### src/rtl/chr_panel_pkg.sv
package chr_panel_pkg;

    typedef enum logic [2:0] {
        ST_LOCKED,
        ST_FETCH,
        ST_SETUP,
        ST_STROBE,
        ST_HOLD,
        ST_IDLE
    } seq_state_e;

    // ROM word layout: bit 9 instruction flag, bit 8 end mark, bits 7:0 value
    typedef struct packed {
        logic       is_instr;
        logic       is_end;
        logic [7:0] value;
    } init_word_t;

    function automatic int max3(input int a, input int b, input int c);
        int m;
        m = (a > b) ? a : b;
        return (m > c) ? m : c;
    endfunction

endpackage

### src/rtl/chr_panel_init_rom.sv
module chr_panel_init_rom
    import chr_panel_pkg::*;
#(
    parameter int ADDR_W = 4
) (
    input  logic [ADDR_W-1:0] addr,
    output init_word_t        word
);

    function automatic init_word_t entry(input int idx);
        init_word_t w;
        w = '{is_instr: 1'b1, is_end: 1'b1, value: 8'h00};
        case (idx)
            0: w = '{is_instr: 1'b1, is_end: 1'b0, value: 8'h38};
            1: w = '{is_instr: 1'b1, is_end: 1'b0, value: 8'h0C};
            2: w = '{is_instr: 1'b1, is_end: 1'b0, value: 8'h01};
            3: w = '{is_instr: 1'b1, is_end: 1'b0, value: 8'h06};
            4: w = '{is_instr: 1'b0, is_end: 1'b0, value: 8'h2A};
            default: w = '{is_instr: 1'b1, is_end: 1'b1, value: 8'h00};
        endcase
        return w;
    endfunction

    always_comb begin
        word = entry(int'(addr));
    end

endmodule

### src/rtl/chr_panel_timer.sv
module chr_panel_timer #(
    parameter int CNT_W = 4
) (
    input  logic             clk,
    input  logic             rst,
    input  logic             load,
    input  logic [CNT_W-1:0] load_val,
    output logic             expired
);

    logic [CNT_W-1:0] cnt_q;

    always_ff @(posedge clk) begin
        if (rst) begin
            cnt_q <= '0;
        end else if (load) begin
            cnt_q <= load_val;
        end else if (cnt_q != '0) begin
            cnt_q <= cnt_q - 1'b1;
        end
    end

    assign expired = (cnt_q == '0);

endmodule

### src/rtl/chr_panel_seq.sv
module chr_panel_seq
    import chr_panel_pkg::*;
#(
    parameter int SETUP_CYC      = 2,
    parameter int PULSE_CYC      = 3,
    parameter int HOLD_CYC       = 2,
    parameter int MAX_INIT_WORDS = 8,
    parameter int PTR_W          = 4,
    parameter int CNT_W          = 2
) (
    input  logic             clk,
    input  logic             rst,
    input  logic             host_en,
    input  logic             host_wr,
    input  logic             host_dc,
    input  logic [7:0]       host_byte,
    output logic [PTR_W-1:0] rom_addr,
    input  init_word_t       rom_word,
    output logic             tmr_load,
    output logic [CNT_W-1:0] tmr_val,
    input  logic             tmr_expired,
    output logic             host_ready,
    output logic             init_done,
    output logic [7:0]       pnl_db,
    output logic             pnl_csn,
    output logic             pnl_rs,
    output logic             pnl_rw,
    output logic             pnl_strobe
);

    localparam logic [CNT_W-1:0] SETUP_LD = CNT_W'(SETUP_CYC - 1);
    localparam logic [CNT_W-1:0] PULSE_LD = CNT_W'(PULSE_CYC - 1);
    localparam logic [CNT_W-1:0] HOLD_LD  = CNT_W'(HOLD_CYC - 1);
    localparam logic [PTR_W-1:0] PTR_LIM  = PTR_W'(MAX_INIT_WORDS);

    seq_state_e       state_q, state_d;
    logic [PTR_W-1:0] ptr_q;
    logic             done_q;
    logic [7:0]       db_q;
    logic             rs_q;
    logic             seq_end;
    logic             accept;

    assign rom_addr = ptr_q;
    assign seq_end  = rom_word.is_end || (ptr_q == PTR_LIM);
    assign accept   = (state_q == ST_IDLE) && host_en && host_wr;

    // State register
    always_ff @(posedge clk) begin
        if (rst) begin
            state_q <= ST_LOCKED;
        end else begin
            state_q <= state_d;
        end
    end

    // Next state and phase timer control
    always_comb begin
        state_d  = state_q;
        tmr_load = 1'b0;
        tmr_val  = '0;
        unique case (state_q)
            ST_LOCKED: begin
                if (host_en) begin
                    state_d = ST_FETCH;
                end
            end
            ST_FETCH: begin
                if (seq_end) begin
                    state_d = ST_IDLE;
                end else begin
                    state_d  = ST_SETUP;
                    tmr_load = 1'b1;
                    tmr_val  = SETUP_LD;
                end
            end
            ST_SETUP: begin
                if (tmr_expired) begin
                    state_d  = ST_STROBE;
                    tmr_load = 1'b1;
                    tmr_val  = PULSE_LD;
                end
            end
            ST_STROBE: begin
                if (tmr_expired) begin
                    state_d  = ST_HOLD;
                    tmr_load = 1'b1;
                    tmr_val  = HOLD_LD;
                end
            end
            ST_HOLD: begin
                if (tmr_expired) begin
                    state_d = done_q ? ST_IDLE : ST_FETCH;
                end
            end
            ST_IDLE: begin
                if (accept) begin
                    state_d  = ST_SETUP;
                    tmr_load = 1'b1;
                    tmr_val  = SETUP_LD;
                end
            end
            default: begin
                state_d = ST_LOCKED;
            end
        endcase
    end

    // Sequence pointer, done flag and latched bus values
    always_ff @(posedge clk) begin
        if (rst) begin
            ptr_q  <= '0;
            done_q <= 1'b0;
            db_q   <= '0;
            rs_q   <= 1'b0;
        end else begin
            if (state_q == ST_FETCH) begin
                if (seq_end) begin
                    done_q <= 1'b1;
                end else begin
                    db_q  <= rom_word.value;
                    rs_q  <= ~rom_word.is_instr;
                    ptr_q <= ptr_q + 1'b1;
                end
            end
            if (accept) begin
                db_q <= host_byte;
                rs_q <= host_dc;
            end
        end
    end

    // Outputs
    always_comb begin
        pnl_csn    = 1'b1;
        pnl_strobe = 1'b0;
        host_ready = 1'b0;
        unique case (state_q)
            ST_SETUP:  pnl_csn = 1'b0;
            ST_STROBE: begin
                pnl_csn    = 1'b0;
                pnl_strobe = 1'b1;
            end
            ST_HOLD:   pnl_csn = 1'b0;
            ST_IDLE:   host_ready = host_en;
            default:   pnl_csn = 1'b1;
        endcase
        pnl_db    = db_q;
        pnl_rs    = rs_q;
        pnl_rw    = 1'b0;
        init_done = done_q;
    end

endmodule

### src/rtl/chr_panel_ctrl.sv
module chr_panel_ctrl
    import chr_panel_pkg::*;
#(
    parameter int SETUP_CYC      = 2,
    parameter int PULSE_CYC      = 3,
    parameter int HOLD_CYC       = 2,
    parameter int MAX_INIT_WORDS = 8
) (
    input  logic       clk,
    input  logic       rst,
    input  logic       host_en,
    input  logic       host_wr,
    input  logic       host_dc,
    input  logic [7:0] host_byte,
    output logic       host_ready,
    output logic       init_done,
    output logic [7:0] pnl_db,
    output logic       pnl_csn,
    output logic       pnl_rs,
    output logic       pnl_rw,
    output logic       pnl_strobe
);

    localparam int PTR_W = $clog2(MAX_INIT_WORDS + 1);
    localparam int CNT_W = (max3(SETUP_CYC, PULSE_CYC, HOLD_CYC) > 1)
                         ? $clog2(max3(SETUP_CYC, PULSE_CYC, HOLD_CYC)) : 1;

    logic [PTR_W-1:0] rom_addr;
    init_word_t       rom_word;
    logic             tmr_load;
    logic [CNT_W-1:0] tmr_val;
    logic             tmr_expired;

    chr_panel_init_rom #(
        .ADDR_W (PTR_W)
    ) u_rom (
        .addr (rom_addr),
        .word (rom_word)
    );

    chr_panel_timer #(
        .CNT_W (CNT_W)
    ) u_timer (
        .clk      (clk),
        .rst      (rst),
        .load     (tmr_load),
        .load_val (tmr_val),
        .expired  (tmr_expired)
    );

    chr_panel_seq #(
        .SETUP_CYC      (SETUP_CYC),
        .PULSE_CYC      (PULSE_CYC),
        .HOLD_CYC       (HOLD_CYC),
        .MAX_INIT_WORDS (MAX_INIT_WORDS),
        .PTR_W          (PTR_W),
        .CNT_W          (CNT_W)
    ) u_seq (
        .clk         (clk),
        .rst         (rst),
        .host_en     (host_en),
        .host_wr     (host_wr),
        .host_dc     (host_dc),
        .host_byte   (host_byte),
        .rom_addr    (rom_addr),
        .rom_word    (rom_word),
        .tmr_load    (tmr_load),
        .tmr_val     (tmr_val),
        .tmr_expired (tmr_expired),
        .host_ready  (host_ready),
        .init_done   (init_done),
        .pnl_db      (pnl_db),
        .pnl_csn     (pnl_csn),
        .pnl_rs      (pnl_rs),
        .pnl_rw      (pnl_rw),
        .pnl_strobe  (pnl_strobe)
    );

endmodule

### config.mk
export PLATFORM = sky130hd
export DESIGN_NAME = chr_panel_ctrl
export DESIGN_NICKNAME = d
export VERILOG_FILES = /design/src/rtl/chr_panel_pkg.sv /design/src/rtl/chr_panel_init_rom.sv /design/src/rtl/chr_panel_timer.sv /design/src/rtl/chr_panel_seq.sv /design/src/rtl/chr_panel_ctrl.sv
export SDC_FILE = /design/constraint.sdc
export NUM_CORES = 1
export LEC_CHECK = 0
export BUFFER_PORTS_ARGS = -buffer_cell sky130_fd_sc_hd__buf_2
export CORE_MARGIN = 3
export CORE_UTILIZATION = 55
export DETAILED_ROUTE_END_ITERATION = 10
export HOLD_SLACK_MARGIN = 0.15
export PLACE_DENSITY = 0.82
export SLEW_MARGIN = 20
export SYNTH_ARGS = -nofsm -noshare
export SYNTH_HDL_FRONTEND = slang
export SYNTH_SLANG_ARGS = --single-unit
### constraint.sdc
create_clock -name clk -period 4.54 [get_ports clk]
set_input_delay 0.681 -clock clk [delete_from_list [all_inputs] [get_ports clk]]
set_output_delay 0.681 -clock clk [all_outputs]
set_load 0.05 [all_outputs]
### Word level (Yosys, flattened, before mapping)

Cells that the tools add are included.

* $add $sub $neg: 2
* $mul: 0
* divide/modulo/power cells: 0
* magnitude comparators: 0
* equality and inequality tests: 16
* shift operators: 0
* mux-type cells: 29
* bitwise logic cells: 2
* reduce and logical (&&, ||, !) cells: 15

Operator list (number)
* one-hot mux 10 bit (5 select lines): 1
* two-way mux 8 bit: 3
* two-way mux 3 bit: 7
* one-hot mux 3 bit (6 select lines): 1
* two-way mux 1 bit: 12
* != test 2 bit, second input constant: 5
* == test 4 x 2 -> 1 bit, second input constant: 2
* one-hot mux 2 bit (4 select lines): 1
* == test 3 x 2 -> 1 bit, second input constant: 2
* == test 3 bit, second input constant: 2
* two-way mux 2 bit: 3
* AND reduction 2 bit: 3
* nonzero test 2 bit: 3
* AND reduction 5 bit: 1
* adder 4 x 1 -> 4 bit, second input constant: 1
* == test 4 x 1 -> 1 bit, second input constant: 1
* == test 4 x 3 -> 1 bit, second input constant: 1
* == test 4 bit, second input constant: 1
* zero test 4 bit: 1
* == test 3 x 1 -> 1 bit, second input constant: 1
* zero test 3 bit: 1
* one-hot mux 1 bit (3 select lines): 1
* OR reduction 3 bit: 1
* logical AND 1 bit: 2
* 6 further kinds: 7

* bits in registers: 19
* bits in latches: 0
* memory bits (writable): 0
* memory bits (read-only): 0
* bits of input ports: 13
* output and inout bits: 14
* word-level logic and storage cells: 70
* memories: 0

### Logic depth before layout (Yosys ltp)

* depth after elaboration: 6
* gate-level depth with buffers: 7
* mapped depth without buffers: 6

### By module

From an unflattened synthesis, not the netlist that was laid out.

* cell total of the unflattened synthesis: 141
* area total of the unflattened synthesis: 1217.4 sq um

Modules (own cells, without submodules)
* chr_panel_seq: instances 1, cells each 116, area an instance 1006.0 sq um, seq. area each 340.3 sq um
* chr_panel_timer: instances 1, cells each 12, area an instance 121.4 sq um, seq. area each 40.0 sq um
* chr_panel_init_rom: instances 1, cells each 13, area an instance 90.1 sq um, seq. area each 0.0 sq um

### Worst setup path before layout

No wires, ideal clock.

* path kind: input to output
* from: input host_en
* to: output host_ready
* arrival: 1.369 ns
* required time: 3.859 ns
* setup slack: 2.490 ns
* stages: 2
* cell sequence: nand2_1 > nor2_1

* longest elaborated chain between the ends: 1

RTL lines
* start, declared: RTL line chr_panel_ctrl.sv:11 `input logic host_en,`
* two-way mux 1 bit: RTL line chr_panel_seq.sv:138 `unique case (state_q)`
* end, declared: RTL line chr_panel_ctrl.sv:15 `output logic host_ready,`

No other way between the ends.

### Worst setup path in the final report

* from: register u_seq.state_q[2]
* to: output pnl_csn

* longest elaborated chain between the ends: 3
* elaborated cells between the ends (all ways): 5
* classes of those cells: 3 x eq/ne; 1 x mux; 1 x reduce/logical

RTL lines
* start, declared: RTL line chr_panel_seq.sv:36 `seq_state_e state_q, state_d;`
* start signal, assigned: RTL line chr_panel_seq.sv:53 `state_q <= state_d;`
* == test 3 x 2 -> 1 bit or == test 3 bit (tied branches): RTL line chr_panel_seq.sv:138
* OR reduction 3 bit (no line) (*)
* two-way mux 1 bit (*): RTL line chr_panel_seq.sv:138
* end, declared: RTL line chr_panel_ctrl.sv:18 `output logic pnl_csn,`

Mark *: on every way between the ends. The rest lies on a longest branch, timed or not.

==> flow_metrics.py <==
metrics = {
    "outcome": {
        "outcome": "complete, no violations",
    },
    "timing": {
        "post-route-period-util": 0.485,
        "worst_clock_skew_ns": 0.00152,
        "final-setup-viol-count": 0,
        "period_minus_slack_ns": 2.20,
        "hold-worst-slack_ns": 0.470,
        "setup_repair_after_global_routing_missed_its_margin": "no",
        "fmax_ghz": 0.454,
        "maxSlewViolCount": 0,
        "totalNegativeSetupSlack_ns": 0,
        "least_margin_pin_slew_ns": 0.538,
        "slew_headroom": 0.638,
        "timing_hold_violations_final": 0,
    },
    "power": {
        "power_frac_seq": 0.340,
        "p_sw_frac": 0.472,
        "clock_power_share": 0.112,
        "leakagePower_nw": 0.489,
        "total_switching_power_uw": 352,
        "fin_total_pwr_uw": 746,
        "internal-power_uw": 394,
        "p_per_area_mw_per_mm2": 614,
        "comb_power_share": 0.548,
        "peakVddDrop_uv": 396,
    },
    "cts": {
        "tritoncts": "built",
        "cts_hold_buffers": 0,
        "cts.root.buffer_cell": "clkbuf_4",
        "cts_max_level": 1,
        "cts_sinks": 19,
        "postCtsResizedCells": 0,
        "clockBufferDepth": 2,
        "clk_pin_slew_worst_paths_ns": 0.10,
        "cts_inserted_buffers": 3,
        "cts_setup_buffers": 0,
        "clkLatencyLatePin_ns": 0.29,
    },
    "routing": {
        "detailroute.via_count": 980,
        "drt-vias-per-instance": 5.60,
        "post-route-drc-count": 0,
        "ant_nets": 0,
        "wirelength_mm": 2.24,
        "detailedRoute.firstPassIterationCount": 4,
        "dr.first_iter.drc_count": 14,
        "route.detailed.wl_per_inst_um": 12.8,
    },
    "global_routing": {
        "grt_antenna_before_repair": 0,
        "grt_start_max_net_pins": 21,
        "first_global_vias": 864,
        "grt_overall_usage": 0.181,
        "grt_pass1_wl_mm": 3.62,
        "aggregate_global_routing_overflow": 0,
    },
    "floorplan": {
        "fp.coreArea_sq_mm": 0.00178,
        "horizontal_die_dimension_um": 50.3,
        "pin_count": 27,
        "die_area_sq_mm": 0.00253,
        "core.rowCount": 15,
        "die-height_um": 50.3,
        "initial_utilization": 0.606,
    },
    "critical_path": {
        "rr_worst_depth": 6,
        "critical_path.slowest_cell": "dfxtp_1",
        "crit_path_max_incr_delay_ns": 0.58,
        "timing.setup.critical_path_class": "reg -> out",
        "crit_start_category": "flip-flop",
        "critPathArrivalTime_ns": 1.52,
        "path_buf_inv": 1,
        "timing.critical_path.depth": 3,
        "timing.critical_path.cells": "nand2b_1, o21a_1, buf_2",
        "critPathRequiredTime_ns": 3.86,
        "crit_fanout": 11,
        "timing.critical_path.to_type": "primary output",
        "critical_path.top_delay_family": "flip-flops",
    },
    "place": {
        "gp_congestion": 0.822,
        "hpwlAfterDp_mm": 1.70,
        "portBuffers": 25,
        "placed_area_sq_mm": 0.00119,
    },
    "cells_and_area": {
        "layout-drive-gt1-share": 0.227,
        "final_nets": 169,
        "antenna_cells": 0,
        "final_design_area_no_fill_sq_mm": 0.00121,
        "filler_cell_count": 148,
        "register_area_sq_um": 380,
        "multiInputGateArea_sq_um": 629,
        "p_r_area_growth_vs_syn_pct": 12.4,
    },
    "logic_synthesis": {
        "syn_inst": 130,
        "ys_ff_latch": 19,
        "postSynthAreaPerCell_sq_um": 8.32,
        "mappedNetlistNets": 148,
        "ys_seq_area_frac": 0.352,
        "post_synth_instance_area_sq_mm": 0.00108,
        "synth.largest_area_cell": "dfxtp_1",
        "post-synth-top-area-fraction": 0.352,
        "ys_warn_count": 0,
        "netlist_top_cells_area": "dfxtp_1 35%, ha_1 5.8%, nor2_1 5.6%",
        "synth.distinct_cells": 39,
    },
    "hold_path": {
        "worstHoldPathType": "reg -> reg",
        "holdPathStages": 2,
    },
    "flow_run": {
        "max_cap_viol_count": 0,
    },
}
## final cells by class
class	instances	share of cell area
tap	25	0.0257
timing repair buffer	25	0.103
inverter	6	0.0185
multi-input combinational	96	0.518
clock buffer	4	0.0216
sequential	19	0.313
## cells in the mapped netlist (all sizes together)
cell type,instances
nor2,16
or3,3
a31oi,1
a21oi,10
o221ai,1
a22oi,2
and2,1
a221oi,1
conb,1
nor2b,2
nor3b,1
o31ai,1
a211o,2
clkbuf,4
nor3,1
a32o,1
o21a,1
dfxtp,19
nand4b,1
nor4b,1
nand2,11
ha,5
xnor2,2
a311oi,4
mux2,1
nand3,7
buf,5
or2,2
o211ai,2
nor4,1
a41oi,2
nand3b,3
a21o,1
o21ai,1
mux2i,2
nand2b,5
inv,6
## power by group through the flow
| stage | registers [mW] | clock network [mW] | logic (mW) |
|---|---|---|---|
| after floorplan | 0.287 | 0 | 0.311 |
| after global placement | 0.254 | 0 | 0.393 |
| after detailed placement | 0.257 | 0 | 0.406 |
| after CTS | 0.253 | 0.0872 | 0.408 |
| after global routing | 0.261 | 0.0933 | 0.449 |
| final | 0.254 | 0.0838 | 0.408 |
## worst min-delay path, stage by stage (launching register included)
cell	delay, ns
dfxtp_1	0.32
nand3_1	0.06
a21oi_1	0.05
## path summary, 6_finish.rpt
check                     from              end  slack, ns
max           u_seq.state_q[2]          pnl_csn       2.34
min            u_seq.pnl_db[0]  u_seq.pnl_db[0]       0.47
max reg2reg  u_seq.rom_addr[0]     u_seq.pnl_rs       2.35
min reg2reg    u_seq.pnl_db[0]  u_seq.pnl_db[0]       0.47
## layout by cell type (no fill, tap or decap), types with 3 or more instances in the layout
| master | count |
|---|---|
| a21oi_1 | 10 |
| buf_2 | 25 |
| nand3_1 | 7 |
| nand2b_1 | 5 |
| ha_1 | 5 |
| a311oi_1 | 4 |
| or3_1 | 3 |
| nand2_1 | 11 |
| inv_1 | 6 |
| clkbuf_4 | 3 |
| nand3b_1 | 3 |
| nor2_1 | 16 |
| dfxtp_1 | 19 |
## kinds of logic after synthesis
family,Yosys count,share of synthesized area
flip-flops,19,0.352
AND/OR/NAND/NOR,55,0.274
XOR/XNOR,2,0.0162
buffers and inverters,15,0.0660
multiplexers,3,0.0289
other,1,0.00347
adder cells (fa/ha/maj),5,0.0579
AO/OA/AOI/OAI,30,0.201
## flip-flops by register name (all words and copies together), names as in the netlist
register,cells
u_seq.init_done,1
u_seq.pnl_db,8
u_seq.pnl_rs,1
u_seq.rom_addr,4
u_seq.state_q,3
u_timer.cnt_q,2
## stage by stage
stage               setup WS [ns]  std cells   util
detailed placement           2.38        171  0.667
floorplan                    2.49        130      -
finish                       2.34        175  0.681
global route                 2.15        175  0.681
global placement             2.57        171  0.667
CTS                          2.33        175  0.681
## routing by layer
metal	vias to the layer above	global-route usage	routed length, um	part of all wire
met1	447	0.245	1030	0.46
met5	-	0	0	0
met4	0	0.0807	42	0.019
li1	504	-	-	-
met3	7	0.0415	97	0.043
met2	22	0.272	1060	0.48
Power figures use the tool's default switching activity.
